<file path="src/rtl/smc_pkg.sv">
package smc_pkg;
    typedef enum logic [1:0] {
        ST_IDLE  = 2'd0,
        ST_DRAIN = 2'd1,
        ST_DONE  = 2'd2
    } smc_state_e;
endpackage

</file>
<file path="src/rtl/smc_line_tracker.sv">
// Table of recently fetched instruction line tags with oldest-first replacement.
module smc_line_tracker #(
    parameter int TAG_W   = 27,
    parameter int TRACK_N = 8
) (
    input  logic             clk,
    input  logic             rst_n,
    input  logic             rec_en,
    input  logic [TAG_W-1:0] rec_tag,
    input  logic [TAG_W-1:0] probe_tag,
    input  logic             drop_en,
    input  logic [TAG_W-1:0] drop_tag,
    input  logic             drop_all,
    output logic             probe_hit
);
    localparam int PTR_W = (TRACK_N > 1) ? $clog2(TRACK_N) : 1;

    logic [TAG_W-1:0] tag_q [TRACK_N];
    logic [TRACK_N-1:0] vld_q;
    logic [TRACK_N-1:0] probe_m;
    logic [TRACK_N-1:0] rec_m;
    logic [PTR_W-1:0]   ptr_q;
    logic               rec_dup;

    for (genvar i = 0; i < TRACK_N; i++) begin : g_cmp
        assign probe_m[i] = vld_q[i] && (tag_q[i] == probe_tag);
        assign rec_m[i]   = vld_q[i] && (tag_q[i] == rec_tag);
    end

    assign probe_hit = |probe_m;
    assign rec_dup   = |rec_m;

    always_ff @(posedge clk) begin
        if (!rst_n) begin
            ptr_q <= '0;
        end else if (rec_en && !rec_dup && !drop_all) begin
            ptr_q <= (ptr_q == PTR_W'(TRACK_N - 1)) ? '0 : ptr_q + 1'b1;
        end
    end

    for (genvar i = 0; i < TRACK_N; i++) begin : g_ent
        always_ff @(posedge clk) begin
            if (!rst_n || drop_all) begin
                vld_q[i] <= 1'b0;
                tag_q[i] <= '0;
            end else if (rec_en && !rec_dup && ptr_q == PTR_W'(i)) begin
                vld_q[i] <= 1'b1;
                tag_q[i] <= rec_tag;
            end else if (drop_en && vld_q[i] && tag_q[i] == drop_tag) begin
                vld_q[i] <= 1'b0;
            end
        end
    end
endmodule

</file>
<file path="src/rtl/smc_pend_buf.sv">
// Ordered queue of distinct pending hit lines with a sticky overflow mark.
module smc_pend_buf #(
    parameter int TAG_W = 27,
    parameter int DEPTH = 4
) (
    input  logic             clk,
    input  logic             rst_n,
    input  logic             push_en,
    input  logic [TAG_W-1:0] push_tag,
    input  logic             pop_en,
    input  logic             clr_all,
    output logic [TAG_W-1:0] head_tag,
    output logic             any_pend,
    output logic             ovf
);
    localparam int PTR_W = $clog2(DEPTH);
    localparam int CNT_W = PTR_W + 1;

    logic [TAG_W-1:0] slot_q [DEPTH];
    logic [PTR_W-1:0] rd_q, wr_q;
    logic [CNT_W-1:0] cnt_q;
    logic             ovf_q;
    logic [DEPTH-1:0] live;
    logic [DEPTH-1:0] same;
    logic             is_dup, do_wr, do_rd;

    for (genvar i = 0; i < DEPTH; i++) begin : g_live
        logic [PTR_W-1:0] rel;
        assign rel     = PTR_W'(i) - rd_q;
        assign live[i] = {1'b0, rel} < cnt_q;
        assign same[i] = live[i] && (slot_q[i] == push_tag);
    end

    assign is_dup   = |same;
    assign do_wr    = push_en && !is_dup && !ovf_q && (cnt_q != CNT_W'(DEPTH));
    assign do_rd    = pop_en && (cnt_q != '0);
    assign head_tag = slot_q[rd_q];
    assign any_pend = (cnt_q != '0);
    assign ovf      = ovf_q;

    always_ff @(posedge clk) begin
        if (!rst_n || clr_all) begin
            rd_q  <= '0;
            wr_q  <= '0;
            cnt_q <= '0;
            ovf_q <= 1'b0;
        end else begin
            if (push_en && !is_dup && !ovf_q && cnt_q == CNT_W'(DEPTH)) begin
                ovf_q <= 1'b1;
            end
            if (do_wr) begin
                wr_q <= wr_q + 1'b1;
            end
            if (do_rd) begin
                rd_q <= rd_q + 1'b1;
            end
            cnt_q <= cnt_q + CNT_W'(do_wr) - CNT_W'(do_rd);
        end
    end

    for (genvar i = 0; i < DEPTH; i++) begin : g_slot
        always_ff @(posedge clk) begin
            if (!rst_n) begin
                slot_q[i] <= '0;
            end else if (do_wr && wr_q == PTR_W'(i)) begin
                slot_q[i] <= push_tag;
            end
        end
    end
endmodule

</file>
<file path="src/rtl/smc_ctrl_fsm.sv">
// Drain sequencer: IDLE -start-> DRAIN -drained-> DONE -resume-> IDLE.
module smc_ctrl_fsm
    import smc_pkg::*;
(
    input  logic clk,
    input  logic rst_n,
    input  logic br_retire,
    input  logic mode_switch,
    input  logic any_pend,
    input  logic ovf,
    output logic inv_req,
    output logic flush_req,
    output logic refetch,
    output logic stall
);
    smc_state_e state_q, state_d;
    logic       sw_q, sw_d;

    always_comb begin
        state_d = state_q;
        sw_d    = sw_q;
        unique case (state_q)
            ST_IDLE: begin
                if ((br_retire || mode_switch) && (any_pend || ovf)) begin
                    state_d = ST_DRAIN;
                    sw_d    = mode_switch;
                end
            end
            ST_DRAIN: begin
                if (mode_switch) begin
                    sw_d = 1'b1;
                end
                if (!any_pend && !ovf) begin
                    state_d = ST_DONE;
                end
            end
            ST_DONE: begin
                state_d = ST_IDLE;
                sw_d    = 1'b0;
            end
            default: begin
                state_d = ST_IDLE;
                sw_d    = 1'b0;
            end
        endcase
    end

    always_ff @(posedge clk) begin
        if (!rst_n) begin
            state_q <= ST_IDLE;
            sw_q    <= 1'b0;
        end else begin
            state_q <= state_d;
            sw_q    <= sw_d;
        end
    end

    always_comb begin
        inv_req   = 1'b0;
        flush_req = 1'b0;
        refetch   = 1'b0;
        stall     = 1'b0;
        unique case (state_q)
            ST_IDLE: ;
            ST_DRAIN: begin
                inv_req   = any_pend && !ovf;
                flush_req = ovf;
                stall     = sw_q;
            end
            ST_DONE: begin
                refetch = 1'b1;
                stall   = sw_q;
            end
            default: ;
        endcase
    end
endmodule

</file>
<file path="src/rtl/smc_detector.sv">
module smc_detector #(
    parameter int ADDR_W     = 32,
    parameter int LINE_BYTES = 32,
    parameter int PEND_N     = 4,
    parameter int TRACK_N    = 8,
    localparam int OFF_W     = $clog2(LINE_BYTES),
    localparam int TAG_W     = ADDR_W - OFF_W
) (
    input  logic              clk,
    input  logic              rst_n,
    input  logic              mode_legacy,
    input  logic              xlat_data_en,
    input  logic              xlat_inst_en,
    input  logic              st_valid,
    input  logic [ADDR_W-1:0] st_addr,
    input  logic              fl_valid,
    input  logic [ADDR_W-1:0] fl_addr,
    input  logic              br_retire,
    input  logic              mode_switch,
    input  logic              inv_ack,
    input  logic              flush_ack,
    output logic              inv_req,
    output logic [TAG_W-1:0]  inv_line,
    output logic              flush_req,
    output logic              refetch,
    output logic              stall
);
    logic [TAG_W-1:0] st_tag, fl_tag;
    logic             st_qual, trk_hit, any_pend, ovf;
    logic             pop_en, clr_all;
    logic             unused_off;

    assign st_tag     = st_addr[ADDR_W-1:OFF_W];
    assign fl_tag     = fl_addr[ADDR_W-1:OFF_W];
    assign unused_off = ^{st_addr[OFF_W-1:0], fl_addr[OFF_W-1:0]};
    assign st_qual    = st_valid && mode_legacy && xlat_data_en && xlat_inst_en;
    assign pop_en     = inv_req && inv_ack;
    assign clr_all    = flush_req && flush_ack;

    smc_line_tracker #(.TAG_W(TAG_W), .TRACK_N(TRACK_N)) u_trk (
        .clk       (clk),
        .rst_n     (rst_n),
        .rec_en    (fl_valid),
        .rec_tag   (fl_tag),
        .probe_tag (st_tag),
        .drop_en   (pop_en),
        .drop_tag  (inv_line),
        .drop_all  (clr_all),
        .probe_hit (trk_hit)
    );

    smc_pend_buf #(.TAG_W(TAG_W), .DEPTH(PEND_N)) u_pend (
        .clk      (clk),
        .rst_n    (rst_n),
        .push_en  (st_qual && trk_hit),
        .push_tag (st_tag),
        .pop_en   (pop_en),
        .clr_all  (clr_all),
        .head_tag (inv_line),
        .any_pend (any_pend),
        .ovf      (ovf)
    );

    smc_ctrl_fsm u_fsm (
        .clk         (clk),
        .rst_n       (rst_n),
        .br_retire   (br_retire),
        .mode_switch (mode_switch),
        .any_pend    (any_pend),
        .ovf         (ovf),
        .inv_req     (inv_req),
        .flush_req   (flush_req),
        .refetch     (refetch),
        .stall       (stall)
    );
endmodule

</file>
<file path="config.mk">
export PLATFORM = sky130hd
export DESIGN_NAME = smc_detector
export DESIGN_NICKNAME = d
export VERILOG_FILES = /design/src/rtl/smc_pkg.sv /design/src/rtl/smc_line_tracker.sv /design/src/rtl/smc_pend_buf.sv /design/src/rtl/smc_ctrl_fsm.sv /design/src/rtl/smc_detector.sv
export SDC_FILE = /design/constraint.sdc
export NUM_CORES = 1
export LEC_CHECK = 0
export BUFFER_PORTS_ARGS = -buffer_cell sky130_fd_sc_hd__buf_4
export CORE_ASPECT_RATIO = 1.2
export CORE_MARGIN = 2
export CORE_UTILIZATION = 28
export CTS_CLUSTER_DIAMETER = 30
export DETAILED_ROUTE_END_ITERATION = 16
export GPL_TIMING_DRIVEN = 0
export HOLD_SLACK_MARGIN = 0.03
export PLACE_DENSITY = 0.47
export SLEW_MARGIN = 20
export SYNTH_ARGS = -nofsm -noshare
export SYNTH_HDL_FRONTEND = slang
export SYNTH_SLANG_ARGS = --single-unit
</file>
<file path="constraint.sdc">
create_clock -name clk -period 14.8 [get_ports clk]
set_clock_uncertainty 0.15 [all_clocks]
set_input_delay 2.96 -clock clk [delete_from_list [all_inputs] [get_ports clk]]
set_output_delay 2.96 -clock clk [all_outputs]
set_load 0.01 [all_outputs]
</file>
==> results of run 1 <==
==> state kept, by name (all words and copies together) (netlist names), named ones only <==
| signal | flops |
|---|---|
| u_trk.vld_q | 8 |
| u_trk.tag_q | 216 |
| u_pend.ovf | 1 |
| u_fsm.sw_q | 1 |
| u_pend.wr_q | 2 |
| u_trk.ptr_q | 3 |
| u_pend.slot_q | 108 |
| u_pend.rd_q | 2 |
| u_fsm.state_q | 2 |
| u_pend.cnt_q | 3 |
==> power breakdown <==
| part | total (uW) | internal (uW) | switching (uW) |
|---|---|---|---|
| logic | 440 | 162 | 278 |
| clock network | 2070 | 1410 | 667 |
| registers | 1190 | 1130 | 62.5 |
| total | 3700 | 2700 | 1010 |
==> path summary, 6_finish.rpt <==
path / startpoint / end / slack (ns) / depth (start not counted)
setup / recovery: fl_addr[19] / u_trk.tag_q[1][25] / 8.26 / 10
hold / removal: u_trk.ptr_q[1] / u_trk.ptr_q[1] / 0.36 / 2
setup reg to reg: u_trk.tag_q[0][53] / u_trk.tag_q[1][25] / 10.87 / 9
hold reg to reg: u_trk.ptr_q[1] / u_trk.ptr_q[1] / 0.36 / 2
==> per-stage QoR <==
stage / total power, uW / area, sq um / worst slack [ns]
after global placement: 1620 / 25100 / 5.33
after detailed placement: 1630 / 25500 / 7.82
final: 3700 / 28800 / 8.26
after global routing: 3780 / 28800 / 8.25
after floorplan: 1450 / 23400 / 7.74
after CTS: 3710 / 28800 / 8.46
==> worst max-delay path, stage by stage <==
cell and delay [ns]:
buf_4 0.23, clkbuf_1 0.75, xor2_1 0.15, nor4_1 0.49, nand4_1 0.25, o211ai_4 0.72, or2_2 0.22, buf_2 0.43
o21ai_4 0.26, buf_8 0.27
==> routing by layer <==
metal | GRT usage, % | up-vias | wire, microns
li1 | - | 7477 | -
met1 | 32.5 | 9056 | 44000
met2 | 40.7 | 1106 | 50900
met3 | 6.17 | 326 | 10600
met4 | 15.7 | 14 | 7530
met5 | 0 | - | 91
==> area by class of cell <==
type | count | area [sq um]
multi-input cells | 1506 | 11900
clock buffers | 113 | 2450
plain buffers | 175 | 1250
repair buffers | 53 | 606
inverters | 48 | 180
well taps | 1121 | 1400
clock inverters | 63 | 782
flip-flops and latches | 348 | 10200
diodes | 6 | 15.0
fillers | 8315 | 54400
==> cells in the final DEF, fill, tap and decap left out, types with 10 or more instances in the layout <==
cell type and count:
clkinv_1 14, buf_2 64, clkbuf_1 26, nor3_1 18, nor4_1 87, buf_8 11, buf_4 81, nand2_1 16
buf_6 26, xnor2_1 486, ha_1 19, clkinv_2 15, nor2_1 122, clkbuf_2 24, xor2_1 268, dfxtp_1 24
bufinv_16 13, mux4_2 27, inv_1 47, clkinvlp_4 10, edfxtp_1 324, nand4_1 144, and2_1 220, clkbuf_16 95
==> cell families after synthesis <==
family / count (synthesis)
muxes: 30
AOI/OAI and AO/OA: 52
DFF: 348
and+or+nand+nor: 649
adders and majority gates: 20
buffers and inverters: 223
xor gates and xnor gates: 755
==> synthesized netlist by cell type (all sizes together), types with 2 or more instances <==
library cell | n | area share [%]
ha | 19 | 1.0
and3 | 3 | 0.085
nand4 | 149 | 4.3
nor3 | 18 | 0.38
mux2i | 3 | 0.13
xnor2 | 487 | 18
dfxtp | 24 | 2.1
nor2 | 123 | 2.0
a21boi | 3 | 0.096
clkbuf | 35 | 0.73
o21ai | 15 | 0.32
and2 | 220 | 5.9
a21oi | 8 | 0.17
nand3 | 9 | 0.19
nand2 | 20 | 0.32
nor3b | 2 | 0.064
a22oi | 5 | 0.18
nor4 | 96 | 3.1
a31o | 8 | 0.30
inv | 48 | 0.77
nor2b | 2 | 0.053
xor2 | 268 | 10
nand2b | 2 | 0.053
a2111oi | 2 | 0.075
mux4 | 27 | 2.6
o2111ai | 4 | 0.15
edfxtp | 324 | 42
buf | 140 | 4.6
==> results.cfg, run 1 <==
[power]
cellPowerDensity_nw_per_um2 = 129
p_leak_uw = 0.0102
irDropWorstVdd_uv = 76.2

[grt]
antenna_found_initial = 12
grt_pass1_wl_microns = 151000
grt_max_degree = 25
first_global_vias = 17900
overflow = 0
grt_use_total_pct = 26.0

[floorplanning]
die_y_microns = 321
rows = 116
ios = 106
dieArea_sq_um = 86000
initial_utilization_pct = 28.2
dieWidth_microns = 268
core_sq_um = 83200

[synthesis]
synth_cell_types = 56
synth-xor-area-share_pct = 28.3
synthSimpleGateAreaFrac_pct = 16.6
synth_seq_cells = 348
syn_area_sq_um = 23400
synth_top_family_by_area = XOR/XNOR gates
synth_compound_area_share_pct = 1.68
synth_fa_ha_area_share_pct = 1.10
synth_edf_count = 324
async_flop_share_pct = 0
syn_nets = 2172
syn_inst = 2077
ys_seq_area_share_pct = 43.6
postSynthAreaPerCell_sq_um = 11.3
synth-warning-count = 0
muxShareOfSynthArea_pct = 2.72
synthFlopType = edfxtp_1

[worst_setup_path]
worstPathArrival_ns = 6.77
critical_path_peak_fanout = 14
cp-end-kind = flop
path_class = input pin to flop
cp-start-kind = input pin
crit_required_ns = 15.03

[clock_network]
cts_tree = done
htreeDepth = 3
clkTransAtPathRegs_ns = 0.04
root_buffer = clkbuf_16
cts_max_path_buffers = 3
postCtsSetupBuffers = 0
cts_buffers = 94
post_cts_resized = 0
cts_sinks = 348
worstSkewPairLatency_ns = 0.67
cts.hold.buffers_added = 0

[timing]
max_slew.worst_pin.slew_ns = 1.29
setup_violations = 0
hold_slack_ns = 0.355
min_period_ns = 6.54
max_clock_freq_mhz = 153
finalSetupTns_ns = 0
fin_crit_sh_pct = 44.2
final-max-slew-violation-count = 0
slew-limit-headroom_pct = 14.2
rsz0062_at_grt = false
hold_viol = 0

[finish]
post-route-util_pct = 34.6
drive_gt1_share_pct = 18.6
synthToLayoutAreaGrowth_pct = 22.9
nNetsFinal = 2321
fin_cells = 3433

[detailed_routing]
via_per_inst = 5.24
drtIter0Drc = 2248
dr_total_vias = 18000
wirelength_microns = 113000
antenna_left = 0
drtPass1Iterations = 5
drc = 0
wl_per_cell_microns = 33.0

[placed_design]
port_buffers = 41
dp_hpwl_microns = 79600
dpl.cell_count = 3251
gp_congestion = 0.969

[run_status]
status = finished clean

[hold_path]
hp-class = flop to flop

[job]
cap_violations = 0
Note: power is estimated with default switching activity, not from simulation.
==> inputs of run 2 (changes only) <==
- PLACE_DENSITY: 0.47 -> 0.48
- clock period: 14.8 -> 5.9 ns (I/O delays scaled with it)
==> results.cfg, run 2 (synthesized netlist as in run 1, its figures left out) <==
[detailed_routing]
dr_total_vias = 18000
drtIter0Drc = 2438
antenna_left = 0
via_per_inst = 5.22
drtPass1Iterations = 6
drc = 0
wl_per_cell_microns = 32.1
wirelength_microns = 111000

[hold_path]
holdCritStartpoint = u_trk.ptr_q[1]
hold-path-cell-count = 2
hp-class = flop to flop

[floorplanning]
die_y_microns = 321
ios = 106
core_sq_um = 83200
dieArea_sq_um = 86000
rows = 116
dieWidth_microns = 268
initial_utilization_pct = 28.2

[power]
power.total_uw = 9960
swShare_pct = 26.3
power_frac_seq_pct = 30.0
irDropWorstVdd_uv = 225
p_int_uw = 7340
p_sw_uw = 2620
p_leak_uw = 0.0104
combPwrFrac_pct = 11.0
clockPowerShare_pct = 59.0
cellPowerDensity_nw_per_um2 = 340

[placed_design]
port_buffers = 41
dp_hpwl_microns = 77500
gp_congestion = 0.982
dpl.cell_count = 3251

[timing]
max_clock_freq_mhz = 218
max_slew.worst_pin.slew_ns = 1.03
hold_slack_ns = 0.350
slew-limit-headroom_pct = 31.4
fin_crit_sh_pct = 77.7
min_period_ns = 4.59
setup_violations = 0
final-max-slew-violation-count = 0
hold_viol = 0
rsz0062_at_grt = false

[finish]
largest_reg_flops = 216
reg.largest.list = u_trk.tag_q: 216 flops, u_pend.slot_q: 108 flops, u_trk.vld_q: 8 flops
final_common_cell = xnor2_1
top_register = u_trk.tag_q
final_cell_mix = xnor2_1 (486), edfxtp_1 (324), xor2_1 (268)
synthToLayoutAreaGrowth_pct = 25.0
nNetsFinal = 2326
drive_gt1_share_pct = 19.7
fin_cells = 3444
post-route-util_pct = 35.2

[grt]
first_global_vias = 18000
grt_pass1_wl_microns = 148000
overflow = 0
grt_max_degree = 25
antenna_found_initial = 10
grt_use_total_pct = 25.5

[worst_setup_path]
critPathBufInv = 4
cp-end-kind = output port
path_common_cell = buf_2
slowest_delay_ns = 0.72
reg2reg_depth = 8
worstPathArrival_ns = 3.26
cp-start-kind = flop
r2r_start = u_trk.tag_q[0][50]
path_depth = 5
cpMaxStageDelayCell = clkbuf_1
cp_top_family = buffers and inverters
critical_path_peak_fanout = 10
path_class = flop to output port
path_cells = buf_2 > clkbuf_1 > mux4_2 > buf_2 > buf_4
rrSetupSlack_ns = 2.02
crit_required_ns = 4.57

[clock_network]
post_cts_resized = 0
cts_sinks = 348
htreeDepth = 3
cts.hold.buffers_added = 0
postCtsSetupBuffers = 0
cts_max_path_buffers = 3
root_buffer = clkbuf_16
cts_buffers = 98
clkTransAtPathRegs_ns = 0.04
worstSkewPairLatency_ns = 0.66
cts_tree = done

[run_status]
status = finished clean

[job]
cap_violations = 0
run 2: worst paths after layout:
check / end
hold / removal: u_trk.ptr_q[1]
setup / recovery: inv_line[24]
hold reg to reg: u_trk.ptr_q[1]
setup reg to reg: u_pend.slot_q[2][10]
run 2: area by class of cell:
cell class | count | area, sq um
Fill cell | 8248 | 53900
Tap cell | 1121 | 1400
Clock buffer | 106 | 2520
Timing Repair Buffer | 54 | 638
Buffer | 175 | 1250
Inverter | 48 | 180
Sequential cell | 348 | 10200
Antenna cell | 7 | 17.5
Multi-Input combinational cell | 1506 | 11900
Clock inverter | 79 | 1150
run 2: worst min-delay path: cells and delay by family, from the launching register on:
family | cells | cell delay, ns
mux | 1 | 0.05
flops | 1 | 0.33
simple gates | 1 | 0.07
run 2: power groups by stage:
| stage | clock [uW] | sequential (uW) | combinational, uW |
|---|---|---|---|
| final | 5870 | 2990 | 1100 |
| after global routing | 6050 | 2990 | 1130 |
| after CTS | 5910 | 2980 | 1070 |
| after detailed placement | 0 | 3020 | 1070 |
| after global placement | 0 | 3030 | 1030 |
| after floorplan | 0 | 2970 | 651 |
run 2: stage by stage:
stage | worst slack, ns | TNS [ns] | cell area, sq um
floorplan | 0.617 | 0 | 23400
global placement | -1.45 | -264.59 | 25100
detailed placement | 0.776 | 0 | 25600
CTS | 1.37 | 0 | 29200
global route | 1.27 | 0 | 29300
finish | 1.31 | 0 | 29300
run 2: per-layer routing:
metal | vias to the layer above | GRT usage (%) | wire, microns
met2 | 1187 | 39.0 | 48300
met3 | 321 | 6.30 | 12200
met4 | 6 | 14.3 | 6960
met1 | 8978 | 32.7 | 43000
li1 | 7498 | - | -
met5 | - | 0 | 46
